===== src/rtl/tap_scan_pkg.sv =====
package tap_scan_pkg;

  typedef enum logic [2:0] {
    SCAN_IDLE,
    SCAN_READ_TAP,
    SCAN_SETTLE,
    SCAN_STEP,
    SCAN_FINISHED
  } scan_state_t;

endpackage


===== src/rtl/tap_scan_timer.sv =====
module tap_scan_timer #(
  parameter int CYCLES = 16
) (
  input  logic clk,
  input  logic rst,
  input  logic load,
  output logic busy,
  output logic expire
);
  localparam int CW = (CYCLES < 2) ? 1 : $clog2(CYCLES + 1);
  localparam logic [CW-1:0] RELOAD = CW'(CYCLES - 1);

  logic [CW-1:0] cnt_q;
  logic          run_q;

  always_ff @(posedge clk) begin
    if (rst) begin
      cnt_q <= '0;
      run_q <= 1'b0;
    end else if (load) begin
      cnt_q <= RELOAD;
      run_q <= 1'b1;
    end else if (run_q) begin
      if (cnt_q == '0) begin
        run_q <= 1'b0;
      end else begin
        cnt_q <= cnt_q - 1'b1;
      end
    end
  end

  assign busy   = run_q;
  assign expire = run_q && (cnt_q == '0);
endmodule


===== src/rtl/tap_scan_store.sv =====
module tap_scan_store #(
  parameter int DEPTH  = 32,
  parameter int WORD_W = 10,
  localparam int AW    = $clog2(DEPTH)
) (
  input  logic              clk,
  input  logic              we,
  input  logic [AW-1:0]     waddr,
  input  logic [WORD_W-1:0] wdata,
  input  logic [AW-1:0]     raddr,
  output logic [WORD_W-1:0] rdata
);
  logic [WORD_W-1:0] mem [DEPTH];

  always_ff @(posedge clk) begin
    if (we) begin
      mem[waddr] <= wdata;
    end
  end

  always_ff @(posedge clk) begin
    rdata <= mem[raddr];
  end
endmodule


===== src/rtl/tap_scan_ctrl.sv =====
module tap_scan_ctrl
  import tap_scan_pkg::*;
#(
  parameter int NUM_TAPS = 32,
  localparam int TAP_W   = $clog2(NUM_TAPS)
) (
  input  logic             clk,
  input  logic             rst,
  input  logic             scan_start,
  input  logic [TAP_W-1:0] tap_value,
  input  logic             expire,
  output logic             timer_load,
  output logic             store_we,
  output logic [TAP_W-1:0] store_addr,
  output logic             tap_step,
  output logic             scan_done
);
  localparam logic [TAP_W-1:0] LAST_IDX = TAP_W'(NUM_TAPS - 1);

  scan_state_t      state_q;
  logic [TAP_W-1:0] tap_q;
  logic [TAP_W-1:0] taken_q;
  logic             step_q;
  logic             done_q;

  always_ff @(posedge clk) begin
    if (rst) begin
      state_q <= SCAN_IDLE;
      tap_q   <= '0;
      taken_q <= '0;
      step_q  <= 1'b0;
      done_q  <= 1'b0;
    end else begin
      case (state_q)
        SCAN_IDLE: begin
          if (scan_start) state_q <= SCAN_READ_TAP;
        end
        SCAN_READ_TAP: begin
          tap_q   <= tap_value;
          state_q <= SCAN_SETTLE;
        end
        SCAN_SETTLE: begin
          if (expire) begin
            if (taken_q == LAST_IDX) begin
              done_q  <= 1'b1;
              state_q <= SCAN_FINISHED;
            end else begin
              taken_q <= taken_q + 1'b1;
              step_q  <= 1'b1;
              state_q <= SCAN_STEP;
            end
          end
        end
        SCAN_STEP: begin
          step_q  <= 1'b0;
          state_q <= SCAN_READ_TAP;
        end
        default: begin
          state_q <= SCAN_FINISHED;
        end
      endcase
    end
  end

  assign timer_load = (state_q == SCAN_READ_TAP);
  assign store_we   = (state_q == SCAN_SETTLE) && expire;
  assign store_addr = tap_q;
  assign tap_step   = step_q;
  assign scan_done  = done_q;
endmodule


===== src/rtl/tap_scan_recorder.sv =====
module tap_scan_recorder #(
  parameter int NUM_TAPS      = 32,
  parameter int WORD_W        = 10,
  parameter int SETTLE_CYCLES = 16,
  localparam int TAP_W        = $clog2(NUM_TAPS)
) (
  input  logic              clk,
  input  logic              rst,
  input  logic              scan_start,
  input  logic [WORD_W-1:0] rx_word,
  input  logic [TAP_W-1:0]  tap_value,
  output logic              tap_step,
  output logic              settle_busy,
  output logic              scan_done,
  input  logic [TAP_W-1:0]  rd_addr,
  output logic [WORD_W-1:0] rd_word
);
  logic             timer_load;
  logic             timer_expire;
  logic             store_we;
  logic [TAP_W-1:0] store_addr;

  tap_scan_ctrl #(.NUM_TAPS(NUM_TAPS)) u_ctrl (
    .clk        (clk),
    .rst        (rst),
    .scan_start (scan_start),
    .tap_value  (tap_value),
    .expire     (timer_expire),
    .timer_load (timer_load),
    .store_we   (store_we),
    .store_addr (store_addr),
    .tap_step   (tap_step),
    .scan_done  (scan_done)
  );

  tap_scan_timer #(.CYCLES(SETTLE_CYCLES)) u_timer (
    .clk    (clk),
    .rst    (rst),
    .load   (timer_load),
    .busy   (settle_busy),
    .expire (timer_expire)
  );

  tap_scan_store #(.DEPTH(NUM_TAPS), .WORD_W(WORD_W)) u_store (
    .clk   (clk),
    .we    (store_we),
    .waddr (store_addr),
    .wdata (rx_word),
    .raddr (rd_addr),
    .rdata (rd_word)
  );
endmodule


===== config.mk =====
export PLATFORM = sky130hd
export DESIGN_NAME = tap_scan_recorder
export DESIGN_NICKNAME = d
export VERILOG_FILES = /design/src/rtl/tap_scan_pkg.sv /design/src/rtl/tap_scan_timer.sv /design/src/rtl/tap_scan_store.sv /design/src/rtl/tap_scan_ctrl.sv /design/src/rtl/tap_scan_recorder.sv
export SDC_FILE = /design/constraint.sdc
export NUM_CORES = 1
export LEC_CHECK = 0
export CORE_MARGIN = 4
export CORE_UTILIZATION = 45
export CTS_CLUSTER_SIZE = 10
export DETAILED_ROUTE_END_ITERATION = 6
export DONT_BUFFER_PORTS = 1
export RECOVER_POWER = 100
export SYNTH_ARGS = -nofsm -noshare
export SYNTH_HDL_FRONTEND = slang
export SYNTH_HIERARCHICAL = 1
export SYNTH_SLANG_ARGS = --single-unit

===== constraint.sdc =====
create_clock -name clk -period 3.9 [get_ports clk]
set_input_delay 1.17 -clock clk [delete_from_list [all_inputs] [get_ports clk]]
set_output_delay 1.17 -clock clk [all_outputs]
set_load 0.02 [all_outputs]

### Word-level counts from Yosys, hierarchy flattened

Memory sizes are Yosys's and may differ from the RTL's. A register that Yosys moved wholly into a read port is not among the register bits.
Cells that the tools add are included.

| word-level totals | value |
|---|---|
| register bits | 21 |
| RAM bits | 320 |
| bits of input ports | 23 |
| output and inout port bits | 13 |
| logic and storage cells | 49 |
| memories kept | 1 |

Memory list:

| memory | words | width | read ports | clocked after Yosys merged registers in | write ports | line | source |
|---|---|---|---|---|---|---|---|
| u_store.mem | 32 | 10 | 1 | 1 | 1 | tap_scan_store.sv:13 | `logic [WORD_W-1:0] mem [DEPTH];` |

| cells by class | value |
|---|---|
| $add $sub $neg | 2 |
| eq/ne operators | 8 |
| multiplexer cells | 15 |
| bitwise gates (word level) | 2 |
| reduce and logical (&&, ||, !) cells | 13 |

Operator list:

| kind | count |
|---|---|
| $mux W4 | 3 |
| $pmux W3 S4 | 1 |
| $mux W3 | 3 |
| $reduce_and A3 Y1 | 3 |
| $mux W1 | 7 |
| $eq A3 B2 Y1 const B | 2 |
| $ne A2 B2 Y1 const B | 3 |
| $reduce_and A2 Y1 | 3 |
| $add A5 B1 Y5 const B | 1 |
| $eq A5 B5 Y1 const B | 1 |
| $logic_not A5 Y1 | 1 |
| $sub A5 B1 Y5 const B | 1 |
| $reduce_bool A2 Y1 | 2 |
| $eq A3 B1 Y1 const B | 1 |
| $logic_not A3 Y1 | 1 |
| $logic_and A1 B1 Y1 | 2 |
| $ne A2 B1 Y1 const B | 1 |
| $not A1 Y1 | 2 |
| $pmux W1 S2 | 1 |
| $reduce_or A2 Y1 | 1 |

### Logic depth before layout (Yosys ltp)

Gate-level depths: netlist (run 1).

| logic depth | value |
|---|---|
| depth after elaboration | 5 |
| mapped depth | 9 |
| depth with buffers taken out | 8 |

### Hierarchy

Netlist (run 1), hierarchy kept.

By module, submodules not included:

| module | instances | cells each | area each (um^2) | sequential area each (um^2) |
|---|---|---|---|---|
| tap_scan_store | 1 | 733 | 12993.7 | 9809.4 |
| tap_scan_ctrl | 1 | 67 | 643.1 | 300.3 |
| tap_scan_timer | 1 | 34 | 334.1 | 120.1 |

### Worst setup path before layout (run 1)

OpenSTA, ideal clock, no wires.

| timing path | value |
|---|---|
| path type | reg2reg |
| from | register u_timer.cnt_q[0] |
| to | memory u_store.mem[0][0] (enable) |
| library setup time | 376 ps |
| arrival | 2682 ps |
| data required time | 3524 ps |
| slack | 841 ps |
| stages on the path, launching flop included | 10 |
| path buffers | 1 |
| clock period less this slack | 3059 ps |
| cells stage by stage | dfxtp_1 -> inv_1 -> ha_1 -> nor4b_1 -> and2_1 -> nand4bb_4 -> inv_1 -> or3b_1 -> clkbuf_1 -> nor2_1 |

| between the ends | value |
|---|---|
| longest elaborated chain between the ends | 5 |

Ends and longest elaborated chain:

| item | line | source |
|---|---|---|
| start, declared | tap_scan_timer.sv:13 | `logic [CW-1:0] cnt_q;` |
| start signal, assigned | tap_scan_timer.sv:27 | `cnt_q <= cnt_q - 1'b1;` |
| $logic_not A5 Y1 | tap_scan_timer.sv:33 | `assign expire = run_q && (cnt_q == '0);` |
| $logic_and A1 B1 Y1 | tap_scan_timer.sv:33 |  |
| via timer_expire | tap_scan_recorder.sv:19 | `logic timer_expire;` |
| $logic_and A1 B1 Y1 | tap_scan_ctrl.sv:66 | `assign store_we = (state_q == SCAN_SETTLE) && expire;` |
| via store_we | tap_scan_recorder.sv:20 | `logic store_we;` |
| $mux W1 | tap_scan_store.sv:16 | `if (we) begin` |
| $mux W1 (not written as such) | tap_scan_store.sv:17 | `mem[waddr] <= wdata;` |
| end, declared | tap_scan_store.sv:13 |  |

The timed path passes the listed nets, and every way through them passes these cells.

==> metrics.txt, run 1 <==
status complete, but fails checks; failing checks capacitance limit, slew limit; CP Launch Type primary input; maximum clock path buffer count 3; Die Area roughly 34000 um2; chip height 184 um; ys async rst share 0%; clock root cell clkbuf_16; Final Hold Viols 0; layout cells sized above 1 between 10% and 20%; slew margin rel. -16.0%; core region area 30600 um2; leading cell types by total area after synthesis edfxtp_1 (69%), mux2i_1 (12%), dfxtp_1 (4.4%); grt ovf 0; Top FF cell, synth edfxtp_1; Slew Limit Fails 46; vias in the first global route between 7000 and 8000; Switching Fraction about a fifth; drt first pass iters 4; IO buf count 0; post-synthesis area per instance between 15 and 20 um2; die width roughly 180 um; Final HPWL DP 16.8 mm; Via Count 7099; remaining antenna violation count 0; CTS tree done; final period utilization between 90 and 100%; R2R Path Start u_timer/cnt_q[0]; Worst R2R Setup Slack approximately 520 ps; H-tree levels 2; CTS resizes 0; Setup Skew ~20 ps; HP Class register to register; Initial DRC Count 491; Logic pwr share 3.4%; setup_tns 0 ps; ANT cells 0; critical path type primary input to register; Synth cell types 44; sequential share of power about 53%; power density cells slightly above 500 nW/um2; Cells after Synth between 800 and 900; sequential share of the synthesized area around three quarters; Setup crit start rd_addr[2]; Synth top area share 68.8%; flop and latch count out of synthesis about 350; Fill cells 2544; Finished Layout Cells ~1300; reg2reg end u_store/mem[9][4]; Critical Path RT 4260 ps; first-pass GRT wire length about 42 mm; largest net degree at the start of global routing ~160; Post-synth EDFFs 320; measured slew at the worst slew-check pin about 1700 ps; Yosys top cell by area edfxtp_1; sw power around 0.0015 W; highest clock rate ~0.28 GHz; Setup Viol. Count Final 0; Initial Utilization 45.7%; CP endpoint u_store/rdata[8]; Avg Vias per Cell 5.49; total CTS buffers around 40; Leakage roughly 5.4 nW; WL/cell 21.5 um; clock sinks 351; GPL Wtd Cong ~0.8; internal power consumption approximately 0.0063 W; R2R cell count 9; Post-Route WL around 28 mm; syn_nets 861; min cycle time layout 3610 ps; Worst Setup End Kind register; Max Cap Violations 2; initial antenna violation count 0; Nets around 900; Setup Fix Bufs, Post-CTS 0; DRC Markers 0; CP max FO 32; # rows between 60 and 70; Area growth syn-to-layout 11.3%; Clock power frac between 40% and 50%; clock transition at the registers of the reported paths 50 ps; Post-synth top cells edfxtp_1 (320), mux2i_1 (166), nor2_1 (45); Syn. warnings 6; clk_lat worst skew between 500 and 600 ps; # IOs 36; cell area after synthesis 14000 um2; count leader, synth edfxtp_1; crit path DAT about 4000 ps; RSZ-0062 raised after global routing false; Max VDD drop between 0.3 and 0.4 mV; Placed Cells 1224; Tot GR Track Use 16.4%; CTS Hold Bufs 0
==> how the worst min path moves through the flow <==
| stage | from | to | depth (start not counted) |
|---|---|---|---|
| after detailed placement | u_ctrl/taken_q[3] | u_ctrl/taken_q[3] | 2 |
| after CTS | u_ctrl/taken_q[3] | u_ctrl/taken_q[3] | 2 |
| after global placement | u_ctrl/taken_q[3] | u_ctrl/taken_q[3] | 2 |
| after global routing | u_ctrl/taken_q[3] | u_ctrl/taken_q[3] | 2 |
| after floorplan | u_ctrl/taken_q[3] | u_ctrl/taken_q[3] | 2 |
| final | u_ctrl/taken_q[3] | u_ctrl/taken_q[3] | 2 |
==> worst max-delay path: stages <==
cell,delay (ps)
and2_0,490
dlymetal6s4s_1,1310
a22o_1,360
nor3_2,60
a31oi_1,380
nand3_1,180
==> per-layer routing <==
metal	wire (um)	track usage, %	up-vias
met5	0	0	-
met4	712	5.38	0
met3	1350	3.00	44
met2	12800	25.2	158
met1	12900	23.8	3549
li1	-	-	3348
==> layout make-up <==
class	count	area [um2]	share of cell area (%)
inverter	5	18.8	0.121
tap	396	495	3.19
clock buffer	69	1180	7.61
sequential	351	10200	65.8
multi-input combinational	435	3350	21.6
timing repair buffer	37	260	1.67
clock inverter	1	8.76	0.0563
==> placed cells by master, fill, tap and decap left out, types with 11 or more instances in the layout <==
cell       count
clkbuf_16     43
a22o_1        20
buf_4         27
nand2_1       24
nand3_1       25
dfxtp_1       31
a21oi_1       31
mux2i_1      166
a31oi_1       11
edfxtp_1     320
clkbuf_1      25
nor2_1        44
a22oi_1       40
==> stage by stage <==
stage               hold WS, ps  setup WS, ps  util, %  instance area, um2  total power [W]
floorplan                   448           841        -               14000          0.00451
detailed placement          467           670     47.1               14400          0.00452
finish                      472           286     50.8               15500          0.00783
CTS                         475           640     51.0               15600          0.00792
global route                516           184     50.8               15500          0.00809
global placement            460           756     47.1               14400          0.00452
==> sequential cells by signal (all words and copies together) (netlist names) <==
signal and cells:
u_store/rdata 10, u_ctrl/tap_step 1, u_store/mem 320, u_timer/cnt_q 5, u_ctrl/state_q 3, u_ctrl/taken_q 5, u_ctrl/scan_done 1, u_timer/busy 1
u_ctrl/store_addr 5
==> power by group through the flow <==
stage / clock [W] / combinational, W / sequential, W
floorplan: 0 / 0.000269 / 0.00424
global placement: 0 / 0.000271 / 0.00425
detailed placement: 0 / 0.000271 / 0.00425
CTS: 0.00347 / 0.000272 / 0.00417
global route: 0.00363 / 0.000290 / 0.00417
finish: 0.00339 / 0.000268 / 0.00417
==> cells by family after synthesis <==
group | Yosys count | share of synthesized area, %
muxes | 166 | 11.9
and+or+nand+nor | 150 | 5.96
AOI/OAI and AO/OA | 115 | 5.79
DFF | 351 | 73.2
buffers and inverters | 48 | 2.79
adders and majority gates | 4 | 0.358
Power figures use the tool's default switching activity.
==> run 2, diff against run 1 <==
--- a/config.mk
+++ b/config.mk
@@ -5,6 +5,7 @@
 export SDC_FILE = /design/constraint.sdc
 export NUM_CORES = 1
 export LEC_CHECK = 0
+export CORE_ASPECT_RATIO = 0.5
 export CORE_MARGIN = 4
 export CORE_UTILIZATION = 45
 export CTS_CLUSTER_SIZE = 10
==> run 2 against run 1 <==
Against the previous run: the flow now finishes without violations; critical path depth rose by 4; first-iteration DRC count is 85% higher; final cell count rose by 2.6%; final area increased by 0.11%; sequential share of layout area decreased by 0.074 points; global-route usage increased by 1.9 points; critical path type is now register to register.
==> metrics.txt, run 2 (synthesis results as in run 1) <==
status finished, final reports clean; first-pass GRT wire length 46.9 mm (+11%); initial antenna violation count 0 (unchanged); power density cells 502 nW/um2 (-0.27%); clk_lat worst skew 530 ps (about the same); layout cells sized above 1 10.4% (-0.51 points); top flop regs u_store/mem (320), u_store/rdata (10); critical path's slowest cell nand3b_1; measured slew at the worst slew-check pin 1170 ps (-564 ps); Initial Utilization 45.9% (+0.19 points); maximum clock path buffer count 3 (unchanged); highest clock rate 0.297 GHz (+7.5%); Critical Path RT 4060 ps (-200 ps); die width 257 um (+40%); Final Hold Viols 0 (unchanged); largest net degree at the start of global routing 161 (unchanged); Tot GR Track Use 18.3% (+1.9 points); CTS Hold Bufs 0 (unchanged); crit path DAT 3520 ps (-450 ps); Area growth syn-to-layout 11.4%; RSZ-0062 raised after global routing false; largest reg by FF count u_store/mem; min cycle time layout 3360 ps (-251 ps); Slew Limit Fails 0 (-100%); total CTS buffers 41 (unchanged); Setup Skew 19.6 ps (-0.0146 ps); CTS resizes 0 (unchanged); # rows 45 (-30%); Max Cap Violations 0 (-2); drt first pass iters 5 (+1); commonest non-fill, non-tap cell in the layout edfxtp_1; Die Area 34100 um2 (+0.50%); Leakage 5.34 nW (-0.68%); clock transition at the registers of the reported paths 50 ps (about the same); Setup Fix Bufs, Post-CTS 0 (unchanged); Worst Setup End Kind register; GPL Wtd Cong 0.801 (+0.44%); Avg Vias per Cell 5.67 (+3.3%); ANT cells 0 (unchanged); Max VDD drop 0.288 mV (-9.0%); Setup Viol. Count Final 0 (unchanged); most frequent cells in the layout edfxtp_1 (320), mux2i_1 (166), nor2_1 (44); HP Class register to register; setup_tns 0 ps (unchanged); R2R cell count 10 (+1); clock root cell clkbuf_16; Worst R2R Setup Slack 540 ps (+20 ps); R2R Path Start u_timer/cnt_q[0]; chip height 133 um (-28%); Nets 901 (+0.33%); clock sinks 351 (unchanged); PnR worst setup slack 537 ps (+251 ps); reg2reg end u_store/mem[25][7]; pre-CTS setup slack 909 ps (+239 ps); remaining antenna violation count 0 (unchanged); Post-Route WL 31.4 mm (+13%); Initial DRC Count 910 (+85%); Final HPWL DP 18.7 mm (+12%); CP endpoint u_store/mem[25][7]; # IOs 36 (unchanged); total design power 0.00782 W (-0.16%); Via Count 7521 (+5.9%); Setup crit start u_timer/cnt_q[0]; vias in the first global route 7349 (+2.5%); Largest register FFs 320 (unchanged); CP max FO 10 (-69%); WL/cell 23.6 um (+10%); core region area 30500 um2 (-0.42%); CTS tree done; IO buf count 0 (unchanged); final period utilization 86.2% (-6.4 points); DRC Markers 0 (unchanged); Crit path largest cell delay 520 ps (-790 ps); grt ovf 0 (unchanged); CP Cell Sequence inv_1 > ha_1 > nor4b_1 > clkbuf_1 > and2_0 > nand4bb_2 > inv_1 > nand3b_1 > nor2_1 > clkbuf_1; H-tree levels 2 (unchanged); slew margin rel. 21.8% (+38 points); CP Launch Type register; critical path type register to register
[run 2: layout make-up]
| cell class | count | area (um2) |
|---|---|---|
| tap | 423 | 529 |
| clock buffer | 70 | 1130 |
| sequential | 351 | 10200 |
| timing repair buffer | 40 | 274 |
| clock inverter | 3 | 26.3 |
| fill | 2495 | 14900 |
| inverter | 5 | 18.8 |
| multi-input combinational | 435 | 3350 |
[run 2: layer usage]
layer / part of all wire (%) / vias up / track usage [%]
met1: 47 / 3822 / 28.1
met2: 43 / 291 / 26.6
met4: 1.4 / 0 / 3.87
met5: 0 / - / 0
li1: - / 3370 / -
met3: 8.1 / 38 / 4.32
[run 2: how the worst min path moves through the flow]
stage / slack, ps / cells past startpoint / to / start
floorplan: 450 / 2 / u_ctrl/taken_q[3] / u_ctrl/taken_q[3]
global placement: 470 / 2 / u_ctrl/taken_q[3] / u_ctrl/taken_q[3]
detailed placement: 460 / 2 / u_ctrl/taken_q[3] / u_ctrl/taken_q[3]
CTS: 470 / 2 / u_ctrl/taken_q[3] / u_ctrl/taken_q[3]
global route: 490 / 2 / u_ctrl/taken_q[3] / u_ctrl/taken_q[3]
finish: 470 / 2 / u_ctrl/taken_q[3] / u_ctrl/taken_q[3]
[run 2: where the power goes]
group	switching [W]	total (W)	leakage, nW	internal [W]
Sequential	0.0000479	0.00418	3.13	0.00413
Combinational	0.000146	0.000270	1.66	0.000123
Clock	0.00140	0.00337	0.553	0.00197
Total	0.00160	0.00782	5.34	0.00622
[run 2: stage by stage]
step	hold slack [ps]	utilization [%]	std cells	cell area, um2
2_1_floorplan	448	-	834	14000
3_3_place_gp	471	47.4	1254	14500
3_5_place_dp	465	47.4	1254	14500
4_1_cts	472	51.3	1327	15600
5_1_grt	492	51.1	1327	15600
6_report	466	51.1	1327	15600
[run 2: critical path, delay by kind of cell, from the launching register on]
kind          cells  cell delay, ps
simple gates      5            1480
flops             1             310
fa+ha+maj         1             190
buf+inv           4            1010
==> run 3, diff against run 2 <==
--- a/config.mk
+++ b/config.mk
@@ -6,7 +6,6 @@
 export NUM_CORES = 1
 export LEC_CHECK = 0
 export CORE_ASPECT_RATIO = 0.5
-export CORE_MARGIN = 4
 export CORE_UTILIZATION = 45
 export CTS_CLUSTER_SIZE = 10
 export DETAILED_ROUTE_END_ITERATION = 6
@@ -16,3 +15,4 @@
 export SYNTH_HDL_FRONTEND = slang
 export SYNTH_HIERARCHICAL = 1
 export SYNTH_SLANG_ARGS = --single-unit
+export TNS_END_PERCENT = 20
==> run 3 against run 2 <==
Against the previous run: the flow now finishes with violations (capacitance limit, slew limit); worst setup slack gained 61 ps; largest power group unchanged; sequential share of layout area rose by 0.15 points; hold slack gained 24 ps; wire length increased by 0.29%.
==> metrics.txt, run 3 (synthesis results as in run 1) <==
CTS resizes 0 (unchanged); CP Cell Sequence inv_1 > ha_1 > nor4b_1 > clkbuf_1 > and2_0 > nand4bb_2 > inv_1 > or3b_1 > nor2_1 > clkbuf_1; largest reg by FF count u_store/mem; WL/cell 24.2 um (+2.3%); Via Count 7415 (-1.4%); power density cells 503 nW/um2 (+0.18%); crit path DAT 3500 ps (-20 ps); clock sinks 351 (unchanged); ANT cells 0 (unchanged); Slew Limit Fails 34 (+34); critical path type register to register; pre-CTS setup slack 859 ps (-49.8 ps); measured slew at the worst slew-check pin 1870 ps (+695 ps); clk_lat worst skew 520 ps (about the same); slew margin rel. -24.7% (-47 points); top flop regs u_store/mem (320), u_store/rdata (10); Worst R2R Setup Slack 600 ps (+60 ps); total CTS buffers 41 (unchanged); Final HPWL DP 18.9 mm (+0.67%); PnR worst setup slack 597 ps (+60.7 ps); family with the most delay on the worst path simple AND/OR/NAND/NOR gates; initial antenna violation count 0 (unchanged); setup_tns 0 ps (unchanged); # rows 45 (unchanged); # IOs 36 (unchanged); Final Hold Viols 0 (unchanged); final period utilization 84.7% (-1.6 points); die width 251 um (-2.3%); most frequent cells in the layout edfxtp_1 (320), mux2i_1 (166), nor2_1 (44); Max Cap Violations 2 (+2); Leakage 5.33 nW (about the same); reg2reg end u_store/mem[28][0]; chip height 127 um (-4.5%); Die Area 31800 um2 (-6.8%); H-tree levels 2 (unchanged); Tot GR Track Use 19.9% (+1.6 points); CP max FO 10 (unchanged); remaining antenna violation count 0 (unchanged); status complete, but fails checks; drt first pass iters 5 (unchanged); Initial DRC Count 759 (-17%); Crit path largest cell delay 450 ps (-70 ps); WP buf/inv 4 (unchanged); IO buf count 0 (unchanged); layout cells sized above 1 10.3% (-0.088 points); grt ovf 0 (unchanged); largest net degree at the start of global routing 161 (unchanged); clock root cell clkbuf_16; critical path depth 10 (unchanged); R2R cell count 10 (unchanged); Max VDD drop 0.301 mV (+4.4%); Initial Utilization 46.0% (+0.085 points); maximum clock path buffer count 3 (unchanged); Setup Skew 13.4 ps (-6.21 ps); Critical Path RT 4100 ps (+40 ps); CTS Hold Bufs 0 (unchanged); Largest register FFs 320 (unchanged); Avg Vias per Cell 5.70 (+0.56%); first-pass GRT wire length 46.5 mm (-1.0%); hold_ws 491 ps (+24.2 ps); area of the multi-input gates 3350 um2 (-0.11%); min cycle time layout 3300 ps (-60.7 ps); core region area 30400 um2 (-0.18%); Setup Viol. Count Final 0 (unchanged); HP Class register to register; Setup Fix Bufs, Post-CTS 0 (unchanged); Endpoint, Worst Hold u_ctrl/taken_q[3]; FF+latch area 10200 um2 (unchanged); failing checks capacitance limit, slew limit; Core Util, Final 51.1% (about the same); highest clock rate 0.303 GHz (+1.8%); RSZ-0062 raised after global routing false; CTS tree done; Nets 899 (-0.22%); GPL Wtd Cong 0.869 (+8.5%); critical path's slowest cell or3b_1; Area growth syn-to-layout 11.2%; DRC Markers 0 (unchanged); R2R Path Start u_timer/cnt_q[0]; Fill cells 2511 (+0.64%); Hold Path Origin u_ctrl/taken_q[3]; vias in the first global route 7203 (-2.0%); clock transition at the registers of the reported paths 50 ps (about the same); Post-Route WL 31.5 mm (+0.29%); commonest non-fill, non-tap cell in the layout edfxtp_1; Worst Setup End Kind register; CP Launch Type register; worst hold path depth 2 (unchanged)
-- run 3: cell count changes in the layout (fill, tap and decap cells not counted), sizes merged --
| cell | before | now |
|---|---|---|
| inv | 8 | 6 |
| clkbuf | 77 | 76 |
| buf | 33 | 34 |
-- run 3: report_power, final --
part           total, W  internal (W)  switching (W)
sequential      0.00418       0.00413      0.0000477
combinational  0.000280      0.000128       0.000152
clock           0.00336       0.00197        0.00139
-- run 3: final cells by class --
type                       instances  area share [%]
sequential                       351            65.9
multi-input combinational        435            21.6
clock buffer                      72            7.36
tap                              399            3.21
timing repair buffer              38            1.82
inverter                           5           0.121
clock inverter                     1          0.0564
-- run 3: how the worst max path moves through the flow --
| stage | from | to |
|---|---|---|
| 2_1_floorplan | u_timer/cnt_q[0] | u_store/mem[0][0] |
| 3_3_place_gp | u_timer/cnt_q[0] | u_store/mem[14][0] |
| 3_5_place_dp | u_timer/cnt_q[0] | u_store/mem[28][0] |
| 4_1_cts | u_timer/cnt_q[0] | u_store/mem[28][8] |
| 5_1_grt | u_timer/cnt_q[0] | u_store/mem[24][0] |
| 6_report | u_timer/cnt_q[0] | u_store/mem[28][0] |
-- run 3: per-layer routing --
metal	GRT usage [%]	share of wire [%]	vias to the layer above
met1	30.8	49	3796
met2	28.2	42	227
li1	-	-	3350
met3	4.25	6.8	42
met5	0	0	-
met4	5.16	1.9	0
-- run 3: per-stage QoR --
stage	power (W)	area [um2]	std cells
after global placement	0.00453	14400	1228
after CTS	0.00788	15600	1301
after global routing	0.00805	15500	1301
after floorplan	0.00451	14000	834
after detailed placement	0.00453	14400	1228
final	0.00782	15500	1301
-- run 3: worst min-delay path: stages (launching register included) --
cell and delay, ps:
dfxtp_1 320, o31ai_1 60, a21oi_1 60
